**src/rtl/signal_phase_seq.sv**
```systemverilog
module signal_phase_seq (
  input  logic       clk,
  input  logic       rst,
  input  logic       switch_req,
  input  logic       ped_btn,
  input  logic       tick,
  output logic [3:0] lamp_a,
  output logic [3:0] lamp_b,
  output logic       arm,
  output logic [1:0] phase,
  output logic       walk
);
  localparam logic [3:0] L_RED = 4'b0001;
  localparam logic [3:0] L_YEL = 4'b0010;
  localparam logic [3:0] L_GRN = 4'b0100;
  localparam logic [3:0] L_ARW = 4'b1001;
  localparam logic [1:0] YEL_LAST = 2'd1;

  logic       pend, pend_n;
  logic [1:0] tmr, tmr_n;
  logic       arm_n, walk_n;
  logic [1:0] ph_n;

  function automatic logic [3:0] decode(input logic served, input logic [1:0] ph);
    if (!served) return L_RED;
    case (ph)
      2'd0:    return L_GRN;
      2'd2:    return L_ARW;
      default: return L_YEL;
    endcase
  endfunction

  always_comb begin
    arm_n  = arm;
    ph_n   = phase;
    walk_n = walk;
    tmr_n  = tmr;
    if (walk) begin
      if (switch_req) begin
        walk_n = 1'b0;
        arm_n  = 1'b0;
        ph_n   = 2'd0;
      end
    end else if (!phase[0]) begin
      if (switch_req) ph_n = phase + 2'd1;
    end else if (tick) begin
      if (tmr == YEL_LAST) begin
        ph_n = phase + 2'd1;
        if (phase == 2'd3) begin
          if (!arm)      arm_n = 1'b1;
          else if (pend) begin
            walk_n = 1'b1;
            ph_n   = phase;
          end else       arm_n = 1'b0;
        end
      end else tmr_n = tmr + 2'd1;
    end
    if (ph_n != phase || arm_n != arm || walk_n != walk) tmr_n = 2'd0;
  end

  assign pend_n = ped_btn | (pend & ~(walk_n & ~walk));

  always_ff @(posedge clk) begin
    if (rst) begin
      arm    <= 1'b0;
      phase  <= 2'd0;
      walk   <= 1'b0;
      pend   <= 1'b0;
      tmr    <= 2'd0;
      lamp_a <= L_GRN;
      lamp_b <= L_RED;
    end else begin
      arm    <= arm_n;
      phase  <= ph_n;
      walk   <= walk_n;
      pend   <= pend_n;
      tmr    <= tmr_n;
      lamp_a <= decode(!walk_n && !arm_n, ph_n);
      lamp_b <= decode(!walk_n &&  arm_n, ph_n);
    end
  end


  no_conflict_chk: assert property (@(posedge clk) disable iff (rst)
    !((lamp_a[2] | lamp_a[3]) && (lamp_b[2] | lamp_b[3])));


  lamp_code_chk: assert property (@(posedge clk) disable iff (rst)
    $onehot(lamp_a & 4'b0111) && $onehot(lamp_b & 4'b0111));


  hold_chk: assert property (@(posedge clk) disable iff (rst)
    (!walk && !phase[0] && !switch_req) |=> ($stable(phase) && $stable(arm) && $stable(lamp_a)));


  yellow_wait_chk: assert property (@(posedge clk) disable iff (rst)
    (!walk && phase[0] && !tick) |=> ($stable(phase) && $stable(arm) && $stable(walk)));


  walk_red_chk: assert property (@(posedge clk) disable iff (rst)
    walk |-> (lamp_a == L_RED && lamp_b == L_RED));


  walk_clear_chk: assert property (@(posedge clk) disable iff (rst)
    ($rose(walk) && !$past(ped_btn)) |-> !pend);


  walk_hold_chk: assert property (@(posedge clk) disable iff (rst)
    (walk && !switch_req) |=> walk);
endmodule

```
**config.mk**
```make
export PLATFORM = sky130hd
export DESIGN_NAME = signal_phase_seq
export DESIGN_NICKNAME = d
export VERILOG_FILES = /design/src/rtl/signal_phase_seq.sv
export SDC_FILE = /design/constraint.sdc
export NUM_CORES = 1
export LEC_CHECK = 0
export BUFFER_PORTS_ARGS = -buffer_cell sky130_fd_sc_hd__buf_2
export CAP_MARGIN = 40
export CORE_UTILIZATION = 53
export CTS_CLUSTER_DIAMETER = 60
export DETAILED_ROUTE_END_ITERATION = 6
export PLACE_DENSITY = 0.79
export SYNTH_ARGS = -nofsm -noshare
export SYNTH_HDL_FRONTEND = slang
export SYNTH_SLANG_ARGS = --single-unit
```
**constraint.sdc**
```tcl
create_clock -name clk -period 3 [get_ports clk]
set_input_delay 0.9 -clock clk [delete_from_list [all_inputs] [get_ports clk]]
set_output_delay 0.9 -clock clk [all_outputs]
set_load 0.01 [all_outputs]
```
## After elaboration in Yosys (flattened, before gate mapping)

Index checks and enable logic that the tools add are counted.
W data, S select, Z words.

- Flip-flop bits (word level): 15
- Input bits: 5
- Output and inout bits: 12

- Add/sub/neg operators: 2
- Equality and inequality tests: 6
- Muxes and demuxes: 33
- Bitwise operators: 6
- Reduce and logical (&&, ||, !) cells: 9

Operators with widths:

| cell | count |
|---|---|
| $mux W1 | 19 |
| $mux W2 | 9 |
| $mux W4 | 4 |
| $pmux W4 S2 | 1 |
| $add A2 B1 Y2 const B | 2 |
| $eq A2 B2 Y1 const B | 2 |
| $reduce_and A4 Y1 | 1 |
| $not A1 Y1 | 3 |
| $and A1 B1 Y1 | 2 |
| $eq A2 B1 Y1 const B | 1 |
| $logic_and A1 B1 Y1 | 2 |
| $logic_not A1 Y1 | 2 |
| $logic_not A2 Y1 | 1 |
| $logic_or A1 B1 Y1 | 2 |
| $ne A1 B1 Y1 | 2 |
| $ne A2 B2 Y1 | 1 |
| $reduce_or A2 Y1 | 1 |
| $or A1 B1 Y1 | 1 |

## Longest topological paths before layout

Gate-level depths: netlist (run 1).

- Depth after elaboration: 12
- Gate-level depth with buffers: 6

## Worst setup path after synthesis (run 1)

No wires, ideal clock.

- Path type: in2reg
- Start: in tick
- End: reg lamp_a[3]
- Arrival time: 1819 ps
- Slack: 1108 ps
- Cell stages on the path: 4
- Buffers on the path: 0
- Cells stage by stage: nand3b_4 -> or4b_4 -> o311ai_2 -> nor3b_2

- Word-level cells in the longest chain between the ends: 8

Ends and longest elaborated chain:

| item | RTL line | source |
|---|---|---|
| start: declaration | 6 | `input logic tick,` |
| $mux W1 | 46 | `end else if (tick) begin` |
| $mux W1 | 44 | `end else if (!phase[0]) begin` |
| $mux W1 | 38 | `if (walk) begin` |
| $logic_not A1 Y1 | 78 | `lamp_a <= decode(!walk_n && !arm_n, ph_n);` |
| $logic_and A1 B1 Y1 | 78 |  |
| $mux W1 | 25 | `if (!served) return L_RED;` |
| $mux W1 | 64 | `if (rst) begin` |
| $mux W4 * | 26 | `case (ph)` |
| end signal: assignment | 78 |  |
| end: declaration | 7 | `output logic [3:0] lamp_a,` |

Mark *: on every way between the ends. The rest lies on a longest branch, timed or not. The select of a mux whose other input is x is not followed.
A chain may end at the register's enable or synchronous reset.

## Final worst setup path (run 1)

- Start: reg phase[0]
- End: out phase[0]

RTL lines:

| item | RTL line | source |
|---|---|---|
| start: declaration | 10 | `output logic [1:0] phase,` |
| start signal: assignment | 74 | `phase <= ph_n;` |

No word-level cell between the ends.

==> flow_summary.yaml, run 1 <==
clocking:
  htree_levels: 1
  holdBufCountCts: 0
  clockBufferDepth: 2
  path_clk_slew_ns: 0.09
  insertion_delay_ns: 0.29
  cts_tree: "yes"
  cts_made_buffers: 3
  cts_resized: 0
  cts_root_buf: "clkbuf_4"
  post-cts-setup-buffer-count: 0
  cts_sinks: 15
routing:
  vias: 581
  routed_via_density: 5.53
  routedWlPerCell_um: 12.3
  first_pass_iters: 5
  drtAntennaViolNets: 0
  drc: 0
  routed_wl_um: 1290
  first_iter_violations: 13
layout:
  final_common_cell: "buf_2"
  seq_area_um2: 300
  stdcell_area_um2: 802
  antenna_cells: 0
  nets: 99
  nFillCells: 81
  area_growth_pct: 15.9
  multi_input_area_um2: 365
  layout_common_cells: "buf_2, dfxtp_1, nor2_1"
  drive_gt1_frac: 0.330
floorplanning:
  dieHeight_um: 38.1
  ios: 17
  initial_core_util: 0.598
  dieArea_um2: 1450
  die_w_um: 38.1
  row_count: 12
  core_um2: 1160
status:
  outcome: "finished, final reports clean"
timing:
  hold_viol: 0
  post-route-min-period_ns: 1.94
  tightest_slew_ns: 0.559
  clock-skew-final_ns: 0.00331
  finalCritPeriodShare: 0.648
  max_freq_ghz: 0.514
  fin_tns_setup_ns: 0
  relSlewSlack: 0.623
  setup_viol: 0
  rsz0062_at_grt: "false"
  drv_slew: 0
placed_design:
  dp_hpwl_um: 981
  finalWeightedCongestion: 0.767
  io_buffer_count: 16
  placed_area_um2: 774
logic_synthesis:
  synth_seq_cells: 15
  yosys.cell_types.count: 34
  yosysWarnings: 0
  ys_top_cells_by_area: "dfxtp_1, nor2_1, a21oi_1"
  synth_area_um2: 692
  synth_top_area_cell: "dfxtp_1"
  yosysSeqAreaShare: 0.434
  synth.avg_cell_area_um2: 9.48
  synth_nets: 80
  syn_inst: 73
  synth_top_area_share: 0.434
setup_path:
  crit_chain: "buf_2"
  slowest_delay_ns: 0.55
  critPathBufInv: 1
  crit_slowest_cell: "dfxtp_1"
  required_ns: 2.10
  worstPathMaxFanout: 10
  cp-end-kind: "output pin"
  cp.arrival_ns: 1.04
  critPathTopFamily: "flip-flops"
  cp-start-kind: "flop"
  crit_type: "flop to output pin"
global_routing:
  grt_pass1_vias: 516
  antenna_found_initial: 0
  grt_max_degree: 13
  track_usage: 0.214
  grt_overflow: 0
  grt_pass1_wl_um: 2100
min_path:
  hold_path.class: "flop to flop"
power:
  p_leak_uw: 0.000337
  max-vdd-ir-drop_mv: 0.312
  powerDensity_nw_per_um2: 457
flow_run:
  maxCapViolCount: 0
==> synthesized netlist by cell type (all sizes together) <==
library cell,count
dfxtp,15
nor2,7
nand2,6
a21oi,5
inv,3
nand2b,3
nor3,3
a31oi,2
and2,2
ha,2
nor3b,2
o21ai,2
o311ai,2
or2,2
a211o,1
a211oi,1
a21bo,1
a21boi,1
a21o,1
a221oi,1
and3,1
buf,1
clkbuf,1
nand3b,1
nand4b,1
nor2b,1
o211ai,1
o32a,1
or3,1
or4,1
or4b,1
==> sequential cells by signal (all words and copies together), names as in the netlist <==
name    count
phase       2
pend        1
lamp_a      4
walk        1
tmr         2
arm         1
lamp_b      4
==> worst paths after layout <==
| kind | start | end | slack (ns) | cells after the start |
|---|---|---|---|---|
| setup / recovery | phase[0] | phase[0] | 1.06 | 1 |
| hold / removal | tmr[1] | tmr[1] | 0.50 | 2 |
| setup reg to reg | phase[0] | lamp_a[3] | 1.13 | 5 |
| hold reg to reg | tmr[1] | tmr[1] | 0.50 | 2 |
==> power breakdown <==
| part | leakage [µW] | switching, µW | internal (µW) |
|---|---|---|---|
| clock | 0.0000177 | 67.0 | 49.6 |
| sequential | 0.000122 | 6.26 | 206 |
| combinational | 0.000197 | 20.6 | 17.5 |
==> metrics by stage <==
| step | std cells | total power [µW] | hold slack, ns | util | setup slack (ns) |
|---|---|---|---|---|---|
| 2_1_floorplan | 73 | 241 | 0.457 | - | 1.11 |
| 3_3_place_gp | 101 | 254 | 0.481 | 0.670 | 0.926 |
| 3_5_place_dp | 101 | 255 | 0.494 | 0.670 | 0.896 |
| 4_1_cts | 105 | 369 | 0.516 | 0.694 | 1.06 |
| 5_1_grt | 105 | 382 | 0.540 | 0.694 | 1.01 |
| 6_report | 105 | 367 | 0.504 | 0.694 | 1.06 |
==> area by class of cell <==
class | instances | area share
Clock buffer | 3 | 0.0281
Clock inverter | 1 | 0.00624
Inverter | 3 | 0.0140
Multi-Input combinational cell | 53 | 0.456
Sequential cell | 15 | 0.374
Tap cell | 14 | 0.0218
Timing Repair Buffer | 16 | 0.0998
==> layer usage <==
layer	wire length, µm	track usage	part of all wire
met5	0	0	0
met4	30	0.134	0.023
met2	596	0.339	0.46
met1	615	0.266	0.48
met3	44	0.0349	0.034
==> kinds of logic (layout without fill, tap and decap cells) <==
logic type	after synthesis	count (layout)	share of synthesized area
buffers and inverters	5	23	0.0380
flip-flops	15	15	0.434
adder cells (fa/ha/maj)	2	2	0.0362
AND/OR/NAND/NOR	32	32	0.286
AO/OA/AOI/OAI	19	19	0.206
No activity file was read; power rests on OpenSTA's default activity.
==> run 2: changes to the inputs <==
--- a/config.mk
+++ b/config.mk
@@ -7,10 +7,10 @@
 export LEC_CHECK = 0
 export BUFFER_PORTS_ARGS = -buffer_cell sky130_fd_sc_hd__buf_2
 export CAP_MARGIN = 40
-export CORE_UTILIZATION = 53
+export CORE_UTILIZATION = 45
 export CTS_CLUSTER_DIAMETER = 60
 export DETAILED_ROUTE_END_ITERATION = 6
-export PLACE_DENSITY = 0.79
+export PLACE_DENSITY = 0.72
 export SYNTH_ARGS = -nofsm -noshare
 export SYNTH_HDL_FRONTEND = slang
 export SYNTH_SLANG_ARGS = --single-unit
==> constraint.sdc (replaced) <==
create_clock -name clk -period 1.6 [get_ports clk]
set_input_delay 0.48 -clock clk [delete_from_list [all_inputs] [get_ports clk]]
set_output_delay 0.48 -clock clk [all_outputs]
set_load 0.01 [all_outputs]
==> flow_summary.yaml, run 2 (synthesized netlist as in run 1, its figures left out) <==
timing:
  hold_viol: 0
  relSlewSlack: 0.799
  fin_tns_setup_ns: 0
  post-route-min-period_ns: 1.55
  max_freq_ghz: 0.645
  finalCritPeriodShare: 0.970
  tightest_slew_ns: 0.297
  drv_slew: 0
  clock-skew-final_ns: 0.00225
  setup_viol: 0
setup_path:
  endpoint: "lamp_b[2]"
  critPathBufInv: 0
  worstPathMaxFanout: 4
  crit_slowest_cell: "or4_1"
  critPathTopFamily: "simple AND/OR/NAND/NOR gates"
  path_depth: 5
  reg2reg_slack_ns: 0.05
  cp.arrival_ns: 1.79
  cp-end-kind: "flop"
  required_ns: 1.84
  rr_startpoint: "phase[0]"
  crit_chain: "ha_4 > and3_4 > or4_1 > o211ai_1 > and2_1"
  critPathLaunch: "phase[0]"
  crit_type: "flop to flop"
  slowest_delay_ns: 0.50
  cp-start-kind: "flop"
  r2r-end: "lamp_b[2]"
  worstRegToRegCells: 5
layout:
  antenna_cells: 0
  reg.largest.list: "lamp_a x4, lamp_b x4"
  nets: 109
  multi_input_area_um2: 429
  nFillCells: 108
  area_growth_pct: 37.4
  drive_gt1_frac: 0.485
  layout_common_cells: "buf_2, dfxtp_1, buf_4"
  stdcell_area_um2: 951
  seq_area_um2: 305
  final_common_cell: "buf_2"
clocking:
  cts_root_buf: "clkbuf_4"
  insertion_delay_ns: 0.29
  clockBufferDepth: 2
  htree_levels: 1
  cts_made_buffers: 3
  holdBufCountCts: 0
  path_clk_slew_ns: 0.09
  cts_tree: "yes"
  cts_sinks: 15
routing:
  routedWlPerCell_um: 14.3
  drtAntennaViolNets: 0
  drc: 0
  vias: 646
  first_iter_violations: 8
  routed_via_density: 5.57
  routed_wl_um: 1660
  first_pass_iters: 5
floorplanning:
  initial_core_util: 0.506
  ios: 17
  dieHeight_um: 41.2
  row_count: 13
  core_um2: 1370
  die_w_um: 41.2
  dieArea_um2: 1700
power:
  internal_power_uw: 535
  p_leak_uw: 0.000396
  powerDensity_nw_per_um2: 766
  max-vdd-ir-drop_mv: 0.518
  pwr-share-clk: 0.307
  pwr-share-comb: 0.151
  p_sw_uw: 194
  swShare: 0.266
  pwr-share-seq: 0.542
global_routing:
  grt_pass1_wl_um: 2480
  antenna_found_initial: 0
  grt_overflow: 0
  grt_pass1_vias: 601
  grt_max_degree: 13
  track_usage: 0.231
flow_run:
  maxCapViolCount: 0
placed_design:
  placed_area_um2: 861
  io_buffer_count: 16
  finalWeightedCongestion: 0.888
status:
  outcome: "finished, final reports clean"
min_path:
  hold_path.class: "input port to flop"
  hold_path_startpoint: "ped_btn"
## run 2: metrics by stage
step | power, µW | util | cells | worst slack [ns] | hold slack, ns
3_3_place_gp | 495 | 0.630 | 111 | -0.0342 | 0.474
4_1_cts | 718 | 0.653 | 115 | -0.0428 | 0.410
2_1_floorplan | 454 | - | 73 | 0.0189 | 0.457
6_report | 729 | 0.696 | 116 | 0.0486 | 0.414
5_1_grt | 758 | 0.696 | 116 | -0.00234 | 0.415
3_5_place_dp | 498 | 0.630 | 111 | -0.0593 | 0.476
## run 2: layout make-up
| class | count | area share |
|---|---|---|
| clock inverters | 1 | 0.00526 |
| flip-flops and latches | 15 | 0.321 |
| repair buffers | 26 | 0.167 |
| multi-input cells | 53 | 0.451 |
| clock buffers | 3 | 0.0237 |
| well taps | 15 | 0.0197 |
| inverters | 3 | 0.0118 |
## run 2: per-layer routing
layer	share of wire	vias up	GRT usage
met4	0.027	0	0.121
met1	0.39	297	0.240
met2	0.54	21	0.426
li1	-	321	-
met5	0	-	0
met3	0.037	7	0.0489
## run 2: worst min-delay path by stage
stage	cells after the start	endpoint	slack, ns
finish	3	pend	0.41
CTS	3	pend	0.41
floorplan	2	tmr[1]	0.46
detailed placement	2	tmr[1]	0.48
global placement	2	tmr[1]	0.47
global route	3	pend	0.42
## run 2: power by group through the flow
stage / combinational (µW) / sequential [µW] / clock, µW
floorplan: 45.4 / 409 / 0
global placement: 95.7 / 400 / 0
detailed placement: 97.2 / 400 / 0
CTS: 99.5 / 392 / 226
global route: 122 / 397 / 239
finish: 110 / 395 / 224
## run 2: tightest hold or removal path: cells and delay by family
family                 cells  cell delay (ns)
buffers and inverters      2             0.13
AOI/OAI and AO/OA          1             0.05
## run 2: repair_timing
item	CTS	global route
buffers inserted	0	1
gates cloned	0	0
pin swaps	0	3
gates resized for setup	3	10
setup endpoints to repair	4	8
==> run 3: changes to the inputs <==
--- a/config.mk
+++ b/config.mk
@@ -11,6 +11,7 @@
 export CTS_CLUSTER_DIAMETER = 60
 export DETAILED_ROUTE_END_ITERATION = 6
 export PLACE_DENSITY = 0.72
+export RECOVER_POWER = 50
 export SYNTH_ARGS = -nofsm -noshare
 export SYNTH_HDL_FRONTEND = slang
 export SYNTH_SLANG_ARGS = --single-unit
==> flow_summary.yaml, run 3 (synthesized netlist as in run 1, its figures left out) <==
status:
  outcome: "finished, final reports clean"
timing:
  tightest_slew_ns: 0.298
  max_freq_ghz: 0.647
  hold_viol: 0
  setup_viol: 0
  finalCritPeriodShare: 0.967
  relSlewSlack: 0.798
  drv_slew: 0
  post-route-min-period_ns: 1.55
  fin_tns_setup_ns: 0
  clock-skew-final_ns: 0.00227
setup_path:
  crit_slowest_cell: "or4_1"
  cp-start-kind: "flop"
  crit_chain: "ha_4 > and3_4 > or4_1 > o211ai_1 > and2_1"
  critPathBufInv: 0
  r2r-end: "lamp_b[2]"
  slowest_delay_ns: 0.49
  critPathTopFamily: "simple AND/OR/NAND/NOR gates"
  cp.arrival_ns: 1.79
  worstPathMaxFanout: 4
  required_ns: 1.84
  reg2reg_slack_ns: 0.05
  cp-end-kind: "flop"
  rr_startpoint: "phase[0]"
  worstRegToRegCells: 5
  crit_type: "flop to flop"
  path_depth: 5
routing:
  routed_wl_um: 1660
  routed_via_density: 5.61
  first_pass_iters: 6
  drc: 0
  routedWlPerCell_um: 14.3
  vias: 651
  drtAntennaViolNets: 0
  first_iter_violations: 11
layout:
  area_growth_pct: 35.4
  nets: 109
  layout_common_cells: "dfxtp_1, clkbuf_1, buf_2, buf_4, nor2_1"
  final_common_cell: "dfxtp_1"
  post-route-util: 0.686
  drive_gt1_frac: 0.396
  stdcell_count: 116
  antenna_cells: 0
  reg.largest.list: "lamp_a x4, lamp_b x4"
  nFillCells: 116
  stdcell_area_um2: 937
power:
  internal_power_uw: 532
  pwr-share-seq: 0.544
  swShare: 0.268
  p_total_uw: 727
  p_sw_uw: 195
  powerDensity_nw_per_um2: 776
  p_leak_uw: 0.000364
  pwr-share-comb: 0.147
  pwr-share-clk: 0.309
  max-vdd-ir-drop_mv: 0.515
clocking:
  cts_made_buffers: 3
  cts_tree: "yes"
  insertion_delay_ns: 0.29
  clockBufferDepth: 2
  cts_sinks: 15
  cts_root_buf: "clkbuf_4"
  holdBufCountCts: 0
  htree_levels: 1
  path_clk_slew_ns: 0.09
floorplanning:
  initial_core_util: 0.506
  row_count: 13
  die_w_um: 41.2
  dieArea_um2: 1700
  ios: 17
  core_um2: 1370
  dieHeight_um: 41.2
flow_run:
  maxCapViolCount: 0
global_routing:
  grt_max_degree: 13
  grt_pass1_vias: 601
  antenna_found_initial: 0
  grt_pass1_wl_um: 2480
  track_usage: 0.231
  grt_overflow: 0
placed_design:
  finalWeightedCongestion: 0.888
  placed_area_um2: 861
  io_buffer_count: 16
  placedCellCount: 111
min_path:
  hold_path_startpoint: "ped_btn"
  hold_path.class: "input port to flop"
  min_to: "pend"
  whs_path_depth: 3
[run 3: changes by cell type in the layout (fill, tap and decap cells not counted), sizes merged]
cell,previous run,this run
buf,26,17
clkbuf,3,12
[run 3: cell type report]
type | count | area, µm² | area share
sequential | 15 | 305 | 0.326
clock buffer | 3 | 22.5 | 0.0240
inverter | 3 | 11.3 | 0.0120
timing repair buffer | 26 | 145 | 0.155
tap | 15 | 18.8 | 0.0200
clock inverter | 1 | 5.00 | 0.00534
multi-input combinational | 53 | 429 | 0.458
[run 3: worst max path at each step]
stage                         from   endpoint  slack [ns]
final                     phase[0]  lamp_b[2]        0.05
after global routing      phase[0]  lamp_a[1]      -0.002
after detailed placement    tmr[0]  lamp_a[3]       -0.06
after CTS                 phase[0]  lamp_a[3]       -0.04
after global placement        tick  lamp_a[1]       -0.03
after floorplan           phase[0]  lamp_a[3]        0.02
[run 3: power groups by stage]
stage	registers, µW	clock network, µW	logic [µW]
2_1_floorplan	409	0	45.4
4_1_cts	392	226	99.5
5_1_grt	397	239	119
6_report	395	225	107
3_5_place_dp	400	0	97.2
3_3_place_gp	400	0	95.7
[run 3: worst reg2reg max path: cells and delay by family, from the launching register on]
kind | cells | cell delay (ns)
adder cells (fa/ha/maj) | 1 | 0.17
flip-flops | 1 | 0.37
AO/OA/AOI/OAI | 1 | 0.14
AND/OR/NAND/NOR | 3 | 0.81
[run 3: metrics by stage]
step           worst slack, ns  hold WS, ns
4_1_cts                -0.0428        0.410
2_1_floorplan           0.0189        0.457
5_1_grt               -0.00234        0.415
6_report                0.0532        0.411
3_5_place_dp           -0.0593        0.476
3_3_place_gp           -0.0342        0.474
[run 3: repair_timing]
item                                    in CTS  in global routing
gates resized for setup                      3                 10
pin swaps                                    0                  3
setup buffers                                0                  1
endpoints found under the setup margin       4                  8
[run 3: per-layer routing]
metal,part of all wire,global-route usage,up-vias
li1,-,-,322
met5,0,0,-
met3,0.037,0.0489,3
met4,0.013,0.121,0
met2,0.56,0.426,21
met1,0.39,0.240,305
